$ cat src/rtl/sdram_bcg_pkg.sv
package sdram_bcg_pkg;

   typedef enum logic [2:0] {
      BLC_ONE  = 3'd0,
      BLC_TWO  = 3'd1,
      BLC_FOUR = 3'd2,
      BLC_EIGHT= 3'd3,
      BLC_PAGE = 3'd7
   } blen_code_e;

   // log2 of the fixed burst length chosen by a code; reserved codes map to 0
   function automatic int unsigned blen_log2(input logic [2:0] code);
      case (code)
         BLC_TWO:   return 1;
         BLC_FOUR:  return 2;
         BLC_EIGHT: return 3;
         default:   return 0;
      endcase
   endfunction

endpackage

$ cat src/rtl/bcg_len_decode.sv
module bcg_len_decode
   import sdram_bcg_pkg::*;
#(
   parameter int COL_W = 9
)(
   input  logic [2:0]       code_i,
   input  logic             single_wr_i,
   input  logic             is_write_i,
   output logic [COL_W-1:0] wrap_mask_o,
   output logic             full_o
);

   localparam int LOG_W = 2;

   logic             force_one;
   logic [LOG_W-1:0] len_log;

   assign force_one = single_wr_i & is_write_i;
   assign full_o    = (code_i == BLC_PAGE) & ~force_one;
   assign len_log   = force_one ? '0 : LOG_W'(blen_log2(code_i));

   for (genvar b = 0; b < COL_W; b++) begin : g_mask
      if (b < 4) begin : g_low
         assign wrap_mask_o[b] = full_o | (LOG_W'(b) < len_log);
      end else begin : g_high
         assign wrap_mask_o[b] = full_o;
      end
   end

endmodule

$ cat src/rtl/bcg_beat_seq.sv
module bcg_beat_seq #(
   parameter int COL_W = 9
)(
   input  logic             clk,
   input  logic             rst_n,
   input  logic             start_i,
   input  logic [COL_W-1:0] start_col_i,
   input  logic [COL_W-1:0] mask_i,
   input  logic             full_i,
   input  logic             ilv_i,
   input  logic             advance_i,
   input  logic             terminate_i,
   output logic             active_o,
   output logic [COL_W-1:0] beat_o,
   output logic [COL_W-1:0] base_o,
   output logic [COL_W-1:0] mask_o,
   output logic             ilv_o,
   output logic             last_o
);

   logic full_q;

   assign last_o = active_o & ~full_q & ((beat_o & mask_o) == mask_o);

   always_ff @(posedge clk or negedge rst_n) begin
      if (!rst_n) begin
         active_o <= 1'b0;
         beat_o   <= '0;
         base_o   <= '0;
         mask_o   <= '0;
         ilv_o    <= 1'b0;
         full_q   <= 1'b0;
      end else if (start_i) begin
         active_o <= 1'b1;
         beat_o   <= '0;
         base_o   <= start_col_i;
         mask_o   <= mask_i;
         ilv_o    <= ilv_i & ~full_i;
         full_q   <= full_i;
      end else if (active_o) begin
         if (terminate_i) begin
            active_o <= 1'b0;
         end else if (advance_i) begin
            if (last_o) active_o <= 1'b0;
            else        beat_o   <= beat_o + 1'b1;
         end
      end
   end

endmodule

$ cat src/rtl/bcg_col_map.sv
module bcg_col_map #(
   parameter int COL_W  = 9,
   parameter bit ILV_EN = 1'b1
)(
   input  logic             active_i,
   input  logic [COL_W-1:0] base_i,
   input  logic [COL_W-1:0] beat_i,
   input  logic [COL_W-1:0] mask_i,
   input  logic             ilv_i,
   output logic [COL_W-1:0] col_o
);

   logic [COL_W-1:0] seq_col;
   logic [COL_W-1:0] low_col;

   assign seq_col = base_i + beat_i;

   if (ILV_EN) begin : g_ilv
      assign low_col = ilv_i ? (base_i ^ beat_i) : seq_col;
   end else begin : g_seq_only
      logic unused_ilv;
      assign unused_ilv = ilv_i;
      assign low_col    = seq_col;
   end

   assign col_o = active_i ? ((base_i & ~mask_i) | (low_col & mask_i)) : '0;

endmodule

$ cat src/rtl/sdram_burst_colgen.sv
module sdram_burst_colgen #(
   parameter int COL_W  = 9,
   parameter bit ILV_EN = 1'b1
)(
   input  logic             clk,
   input  logic             rst_n,
   input  logic             start_i,
   input  logic [COL_W-1:0] start_col_i,
   input  logic [2:0]       bl_code_i,
   input  logic             ilv_mode_i,
   input  logic             single_wr_i,
   input  logic             is_write_i,
   input  logic             advance_i,
   input  logic             terminate_i,
   output logic [COL_W-1:0] col_o,
   output logic             valid_o,
   output logic             last_o
);

   if (COL_W < 4) begin : g_bad_width
      $error("sdram_burst_colgen: COL_W must cover an 8-beat group");
   end

   logic [COL_W-1:0] dec_mask;
   logic             dec_full;
   logic [COL_W-1:0] beat_q, base_q, mask_q;
   logic             ilv_q;

   bcg_len_decode #(.COL_W(COL_W)) u_dec (
      .code_i      (bl_code_i),
      .single_wr_i (single_wr_i),
      .is_write_i  (is_write_i),
      .wrap_mask_o (dec_mask),
      .full_o      (dec_full)
   );

   bcg_beat_seq #(.COL_W(COL_W)) u_seq (
      .clk         (clk),
      .rst_n       (rst_n),
      .start_i     (start_i),
      .start_col_i (start_col_i),
      .mask_i      (dec_mask),
      .full_i      (dec_full),
      .ilv_i       (ilv_mode_i),
      .advance_i   (advance_i),
      .terminate_i (terminate_i),
      .active_o    (valid_o),
      .beat_o      (beat_q),
      .base_o      (base_q),
      .mask_o      (mask_q),
      .ilv_o       (ilv_q),
      .last_o      (last_o)
   );

   bcg_col_map #(.COL_W(COL_W), .ILV_EN(ILV_EN)) u_map (
      .active_i (valid_o),
      .base_i   (base_q),
      .beat_i   (beat_q),
      .mask_i   (mask_q),
      .ilv_i    (ilv_q),
      .col_o    (col_o)
   );

endmodule

$ cat config.mk
export PLATFORM = sky130hd
export DESIGN_NAME = sdram_burst_colgen
export DESIGN_NICKNAME = d
export VERILOG_FILES = /design/src/rtl/sdram_bcg_pkg.sv /design/src/rtl/bcg_len_decode.sv /design/src/rtl/bcg_beat_seq.sv /design/src/rtl/bcg_col_map.sv /design/src/rtl/sdram_burst_colgen.sv
export SDC_FILE = /design/constraint.sdc
export NUM_CORES = 1
export LEC_CHECK = 0
export ABC_AREA = 1
export BUFFER_PORTS_ARGS = -buffer_cell sky130_fd_sc_hd__buf_4
export CORE_AREA = 4 4 75 77
export DETAILED_ROUTE_END_ITERATION = 10
export DIE_AREA = 0 0 79 81
export GPL_ROUTABILITY_DRIVEN = 0
export PLACE_DENSITY = 0.63
export SKIP_LAST_GASP = 1
export SLEW_MARGIN = 20
export SYNTH_ARGS = -nofsm -noshare
export SYNTH_HDL_FRONTEND = slang
export SYNTH_HIERARCHICAL = 1
export SYNTH_SLANG_ARGS = --single-unit
$ cat constraint.sdc
create_clock -name clk -period 4.3 [get_ports clk]
set_clock_uncertainty 0.15 [all_clocks]
set_input_delay 0.215 -clock clk [delete_from_list [all_inputs] [get_ports clk]]
set_output_delay 0.215 -clock clk [all_outputs]
set_load 0.01 [all_outputs]
==> results of run 1 <==
==> through the flow <==
| stage | hold WS, ps | cell area, sq um | cells | setup slack, ps |
|---|---|---|---|---|
| after floorplan | -231 | 2190 | 323 | 2230 |
| after detailed placement | 25.8 | 2430 | 411 | 2010 |
| final | 115 | 2620 | 429 | 1710 |
| after global placement | 29.2 | 2430 | 411 | 2060 |
| after global routing | 142 | 2620 | 429 | 1550 |
| after CTS | 107 | 2620 | 429 | 1700 |
==> synthesized netlist by cell type <==
library cell	number	share of area
nor3_1	1	0.0023
nor2_4	2	0.010
o21a_1	1	0.0034
nand3_4	2	0.016
clkinv_1	1	0.0017
or2_2	2	0.0057
a21oi_2	1	0.0040
or2_1	1	0.0029
clkbuf_2	1	0.0023
nand3_2	2	0.0091
buf_1	2	0.0034
o21ai_1	2	0.0046
a21oi_1	10	0.023
nand3_1	17	0.039
xnor2_1	1	0.0040
and2_4	1	0.0040
xor2_1	1	0.0040
fa_1	1	0.0091
nor3_2	1	0.0046
inv_1	31	0.053
nand2_1	131	0.22
clkbuf_1	2	0.0034
nor2_1	32	0.055
nand4_1	7	0.020
nand2_2	2	0.0057
dfrtp_1	30	0.34
nor2_2	2	0.0057
a21oi_4	1	0.0074
o211ai_1	1	0.0034
buf_4	7	0.024
o21ai_0	13	0.030
a22o_1	1	0.0040
nand4_4	1	0.0097
inv_2	2	0.0034
ha_1	9	0.051
a31oi_1	1	0.0029
==> state kept, by name, summed over array words and instances (netlist names) <==
name	cells
u_seq/beat_o	9
u_seq/full_q	1
u_seq/base_o	9
u_seq/mask_o	9
u_seq/ilv_o	1
u_seq/active_o	1
==> area by class of cell <==
type / instances / share of cell area
Timing Repair Buffer: 41 / 0.128
Multi-Input combinational cell: 247 / 0.473
Tap cell: 70 / 0.0335
Inverter: 34 / 0.0488
Sequential cell: 30 / 0.287
Clock buffer: 7 / 0.0292
==> cells by family (layout without fill, tap and decap cells) <==
logic type | after synthesis | count (layout) | synth area share
simple gates | 204 | 204 | 0.415
buf+inv | 46 | 82 | 0.0915
compound gates | 31 | 31 | 0.0823
flops | 30 | 30 | 0.343
fa+ha+maj | 10 | 10 | 0.0606
xor+xnor | 2 | 2 | 0.00801
==> path summary, 6_finish.rpt <==
path                                              from                     endpoint  depth (start not counted)
hold reg to reg            u_seq/base_o[7]$_DFFE_PN0P_  u_seq/base_o[7]$_DFFE_PN0P_                          2
hold / removal                             terminate_i     u_seq/active_o$_DFF_PN0_                          3
setup / recovery           u_seq/beat_o[0]$_DFFE_PN0P_                     col_o[4]                         10
setup reg to reg              u_seq/active_o$_DFF_PN0_  u_seq/beat_o[0]$_DFFE_PN0P_                          7
max in group asynchronous                        rst_n  u_seq/mask_o[1]$_DFFE_PN0P_                          2
min in group asynchronous                        rst_n  u_seq/base_o[4]$_DFFE_PN0P_                          2
==> metal layers <==
layer	share of wire	routed length, um
met1	0.46	2390
met2	0.49	2510
met3	0.041	210
met4	0.012	64
met5	0	0
==> worst reg2reg max path, cell delays in order, from the launching register on <==
cell     delay, ps
dfrtp_1        630
inv_1          110
or2_2          310
nor2_2         190
nand2_2        100
nand2_1         70
nand2_1         40
nor2_1         100
==> power breakdown <==
part	leakage [nW]	switching (mW)	total, mW	internal (mW)
clock	0.0383	0.103	0.215	0.111
sequential	0.390	0.0188	0.317	0.299
combinational	0.920	0.0875	0.156	0.0685
==> timing repair <==
action / 4_1_cts / 5_1_grt
endpoints found under the setup margin: 0 / 0
setup buffers: 0 / 0
endpoints found under the hold margin: 40 / 0
resized for setup: 0 / 0
hold buffers: 11 / 0
==> flow_metrics.tcl, run 1 <==
set metrics [dict create \
    gr-usage-met1 0.228 \
    hold_viol_final 0 \
    multiInputGateArea_sq_um 1240 \
    path_max_fanout 5 \
    io_pins 31 \
    synth_nets 353 \
    syn-mean-instance-area_sq_um 6.78 \
    post-dp-hpwl_um 3770 \
    n_antenna_cell 0 \
    synth.ff_latch_count 30 \
    slew_viol_final 0 \
    wl_um 5180 \
    grt_overflow_total 0 \
    layout_common_cells "nand2_1, nor2_1, inv_1, buf_4, dfrtp_1" \
    ant_nets 0 \
    critPathSlowestCell "dfrtp_1" \
    globalRouteTotalUtil 0.183 \
    netlist_instances 323 \
    synth_seq_area_share 0.343 \
    cts_sinks 30 \
    avgViaCountPerCell 4.81 \
    grt_antenna_before_repair 0 \
    drive_above_1_share 0.150 \
    setup_violations 0 \
    cp_top_family "adder cells" \
    first_pass_iters 5 \
    critPathLaunchType "flip-flop" \
    relSlewSlack 0.612 \
    nets 389 \
    peakVddDrop_uv 127 \
    leakage_nw 1.35 \
    syn_area_sq_um 2190 \
    synth_warnings 6 \
    die_area_sq_um 6400 \
    worst_pin_slew_ps 578 \
    p_total_uw 688 \
    finalCritPeriodShare 0.602 \
    drt_iter0_drc 114 \
    tns_ps 0 \
    drv_cap 0 \
    rsz0062_at_grt "false" \
    grt_max_degree 31 \
    grt_pass1_wl_um 9200 \
    post-route-util 0.522 \
    syn_to_final_growth_pct 19.5 \
    cts_buffers 5 \
    arrival_ps 2230 \
    cp_data_required_time_ps 3930 \
    critPathBufInv 2 \
    cts-htree-levels 2 \
    max_stage_delay_ps 420 \
    clockBufferDepth 2 \
    port_buffers 30 \
    die_y_um 81 \
    crit_type "flip-flop to output port" \
    area.sequential_sq_um 751 \
    synth.distinct_cells 36 \
    cts_tree "done" \
    vias 2065 \
    routedWlPerCell_um 12.1 \
    worstPathCellList "ha_1, fa_1, nand2_1, nand2_1, and2_4, or2_1, nand3_1, o211ai_1, inv_1, buf_4" \
    groute.layer.met2.usage 0.320 \
    fmaxAchievable_mhz 386 \
    drc 0 \
    clk_latency_ps 290 \
    cts-root-buf "clkbuf_8" \
    core_sq_um 5010 \
    power_density_nw_per_um2 263 \
    die_x_um 79 \
    fill_cells 527 \
    cp_common_cell "nand2_1" \
    grt_pass1_vias 1986 \
    hold_class "input pin to flip-flop" \
    start_util 0.437 \
    layout_commonest_cell "nand2_1" \
    clkTransAtPathRegs_ps 60 \
    num_rows 26 \
    use_met3 0.0377 \
    period_needed_ps 2590 \
    cp-end-kind "output port" \
    grt-busiest-layer "met2" \
    r2r_slack_ps 2530 \
    status "completed" \
]
Power figures use the tool's default switching activity.
==> run 2, diff against run 1 <==
- clock period: 4.3 -> 2.6 ns (I/O delays scaled with it)
==> run 2 against run 1 <==
Against the previous run: count of clock-buffer cells in the layout is the same; sequential power is 66% higher; sequential cell count stayed put; largest power group unchanged; register-to-register slack got worse by 1700 ps.
==> flow_metrics.tcl, run 2 (synthesis gave the netlist of run 1 again) <==
set metrics [dict create \
    layout_commonest_cell "nand2_1" \
    arrival_ps 2160 \
    worst_pin_slew_ps 566 \
    nets 394 \
    switching_share 0.302 \
    p_seq_frac 0.445 \
    grt_overflow_total 0 \
    grt_antenna_before_repair 0 \
    n_antenna_cell 0 \
    setup_violations 0 \
    cp_common_cell "nand2_1" \
    drt_iter0_drc 146 \
    die_y_um 81 \
    io_pins 31 \
    internal-power_uw 825 \
    cp-end-kind "output port" \
    globalRouteTotalUtil 0.191 \
    status "completed" \
    relSlewSlack 0.621 \
    crit_type "flip-flop to output port" \
    grt_max_degree 31 \
    leakage_nw 1.38 \
    critPathLaunchType "flip-flop" \
    finalNonFillerCells 435 \
    clockPowerShare 0.330 \
    die_x_um 79 \
    tns_ps 0 \
    routedWlPerCell_um 12.5 \
    cts_sinks 30 \
    rsz0062_at_grt "false" \
    start_util 0.437 \
    peakVddDrop_uv 232 \
    cts-root-buf "clkbuf_8" \
    cts-htree-levels 2 \
    drc 0 \
    wl_um 5440 \
    max_stage_delay_ps 440 \
    clk_latency_ps 280 \
    cts_buffers 5 \
    cp_data_required_time_ps 2320 \
    top_regs "u_seq/base_o (9), u_seq/beat_o (9), u_seq/mask_o (9)" \
    hold_class "input pin to flip-flop" \
    vias 2139 \
    cts_tree "done" \
    num_rows 26 \
    avgViaCountPerCell 4.92 \
    slew_viol_final 0 \
    fmaxAchievable_mhz 409 \
    clkTransAtPathRegs_ps 70 \
    period_needed_ps 2440 \
    core_sq_um 5010 \
    p_switching_uw 357 \
    finalCritPeriodShare 0.940 \
    ant_nets 0 \
    power_density_nw_per_um2 442 \
    place_inst 414 \
    port_buffers 30 \
    grt_pass1_wl_um 9650 \
    post-dp-hpwl_um 3900 \
    drv_cap 0 \
    clockBufferDepth 2 \
    hold_viol_final 0 \
    critPathSlowestCell "dfrtp_2" \
    p_total_mw 1.18 \
    syn_to_final_growth_pct 22.1 \
    path_max_fanout 5 \
    die_area_sq_um 6400 \
    first_pass_iters 4 \
    drive_above_1_share 0.173 \
    power.share.combinational 0.226 \
    layout_common_cells "nand2_1, buf_4, nor2_1, inv_1, dfrtp_1" \
    worstPathCellList "ha_1, fa_2, nand2_1, nand2_1, and2_4, or2_1, nand3_1, o211ai_1, inv_1, buf_4" \
    grt_pass1_vias 2075 \
]
## run 2: cell count changes in the layout (fill, tap and decap cells not counted), sizes merged
cell,before,now
buf,30,35
clkinv,1,2
## run 2: routing by layer
metal	vias to the layer above	track usage	wire, um
met3	2	0.0310	195
li1	1097	-	-
met4	0	0.0567	30
met5	-	0	0
met2	42	0.332	2660
met1	998	0.244	2560
## run 2: worst paths after layout
kind	cells after the start	slack (ps)	to	startpoint
max in group asynchronous	2	1830	u_seq/beat_o[0]$_DFFE_PN0P_	rst_n
hold / removal	3	30	u_seq/active_o$_DFF_PN0_	terminate_i
setup / recovery	10	160	col_o[4]	u_seq/beat_o[0]$_DFFE_PN0P_
hold reg to reg	2	360	u_seq/base_o[7]$_DFFE_PN0P_	u_seq/base_o[7]$_DFFE_PN0P_
min in group asynchronous	2	170	u_seq/beat_o[3]$_DFFE_PN0P_	rst_n
setup reg to reg	7	880	u_seq/beat_o[0]$_DFFE_PN0P_	u_seq/active_o$_DFF_PN0_
## run 2: what timing repair did
action / 4_1_cts / 5_1_grt
buffers inserted: 0 / 2
gates resized for setup: 0 / 2
hold endpoints to repair: 40 / 0
endpoints found under the setup margin: 0 / 2
hold buffers: 11 / 0
## run 2: power by group through the flow
stage	clock (mW)	sequential, mW	combinational, mW
CTS	0.404	0.525	0.266
global placement	0	0.533	0.248
detailed placement	0	0.534	0.252
finish	0.390	0.526	0.267
floorplan	0	0.524	0.163
global route	0.421	0.530	0.301
## run 2: critical path, delay by kind of cell (launching register included)
family	cells	cell delay [ps]
buf+inv	2	180
simple gates	5	600
flops	1	440
fa+ha+maj	2	580
compound gates	1	80
## run 2: final cells by class
cell class,count,area [sq um]
inverters,34,128
clock buffers,7,86.3
repair buffers,46,373
clock inverters,1,5.00
multi-input cells,247,1240
well taps,70,87.6
flip-flops and latches,30,752
fillers,523,2340
## run 2: stage by stage
step           setup WS (ps)  instance area, sq um  hold WS, ps   util
2_1_floorplan            612                  2190         -316      -
3_3_place_gp             441                  2450        -54.9  0.489
3_5_place_dp             412                  2450        -60.1  0.489
4_1_cts                 84.2                  2650         20.5  0.529
5_1_grt                 11.9                  2670         25.5  0.533
6_report                 157                  2670         26.5  0.533
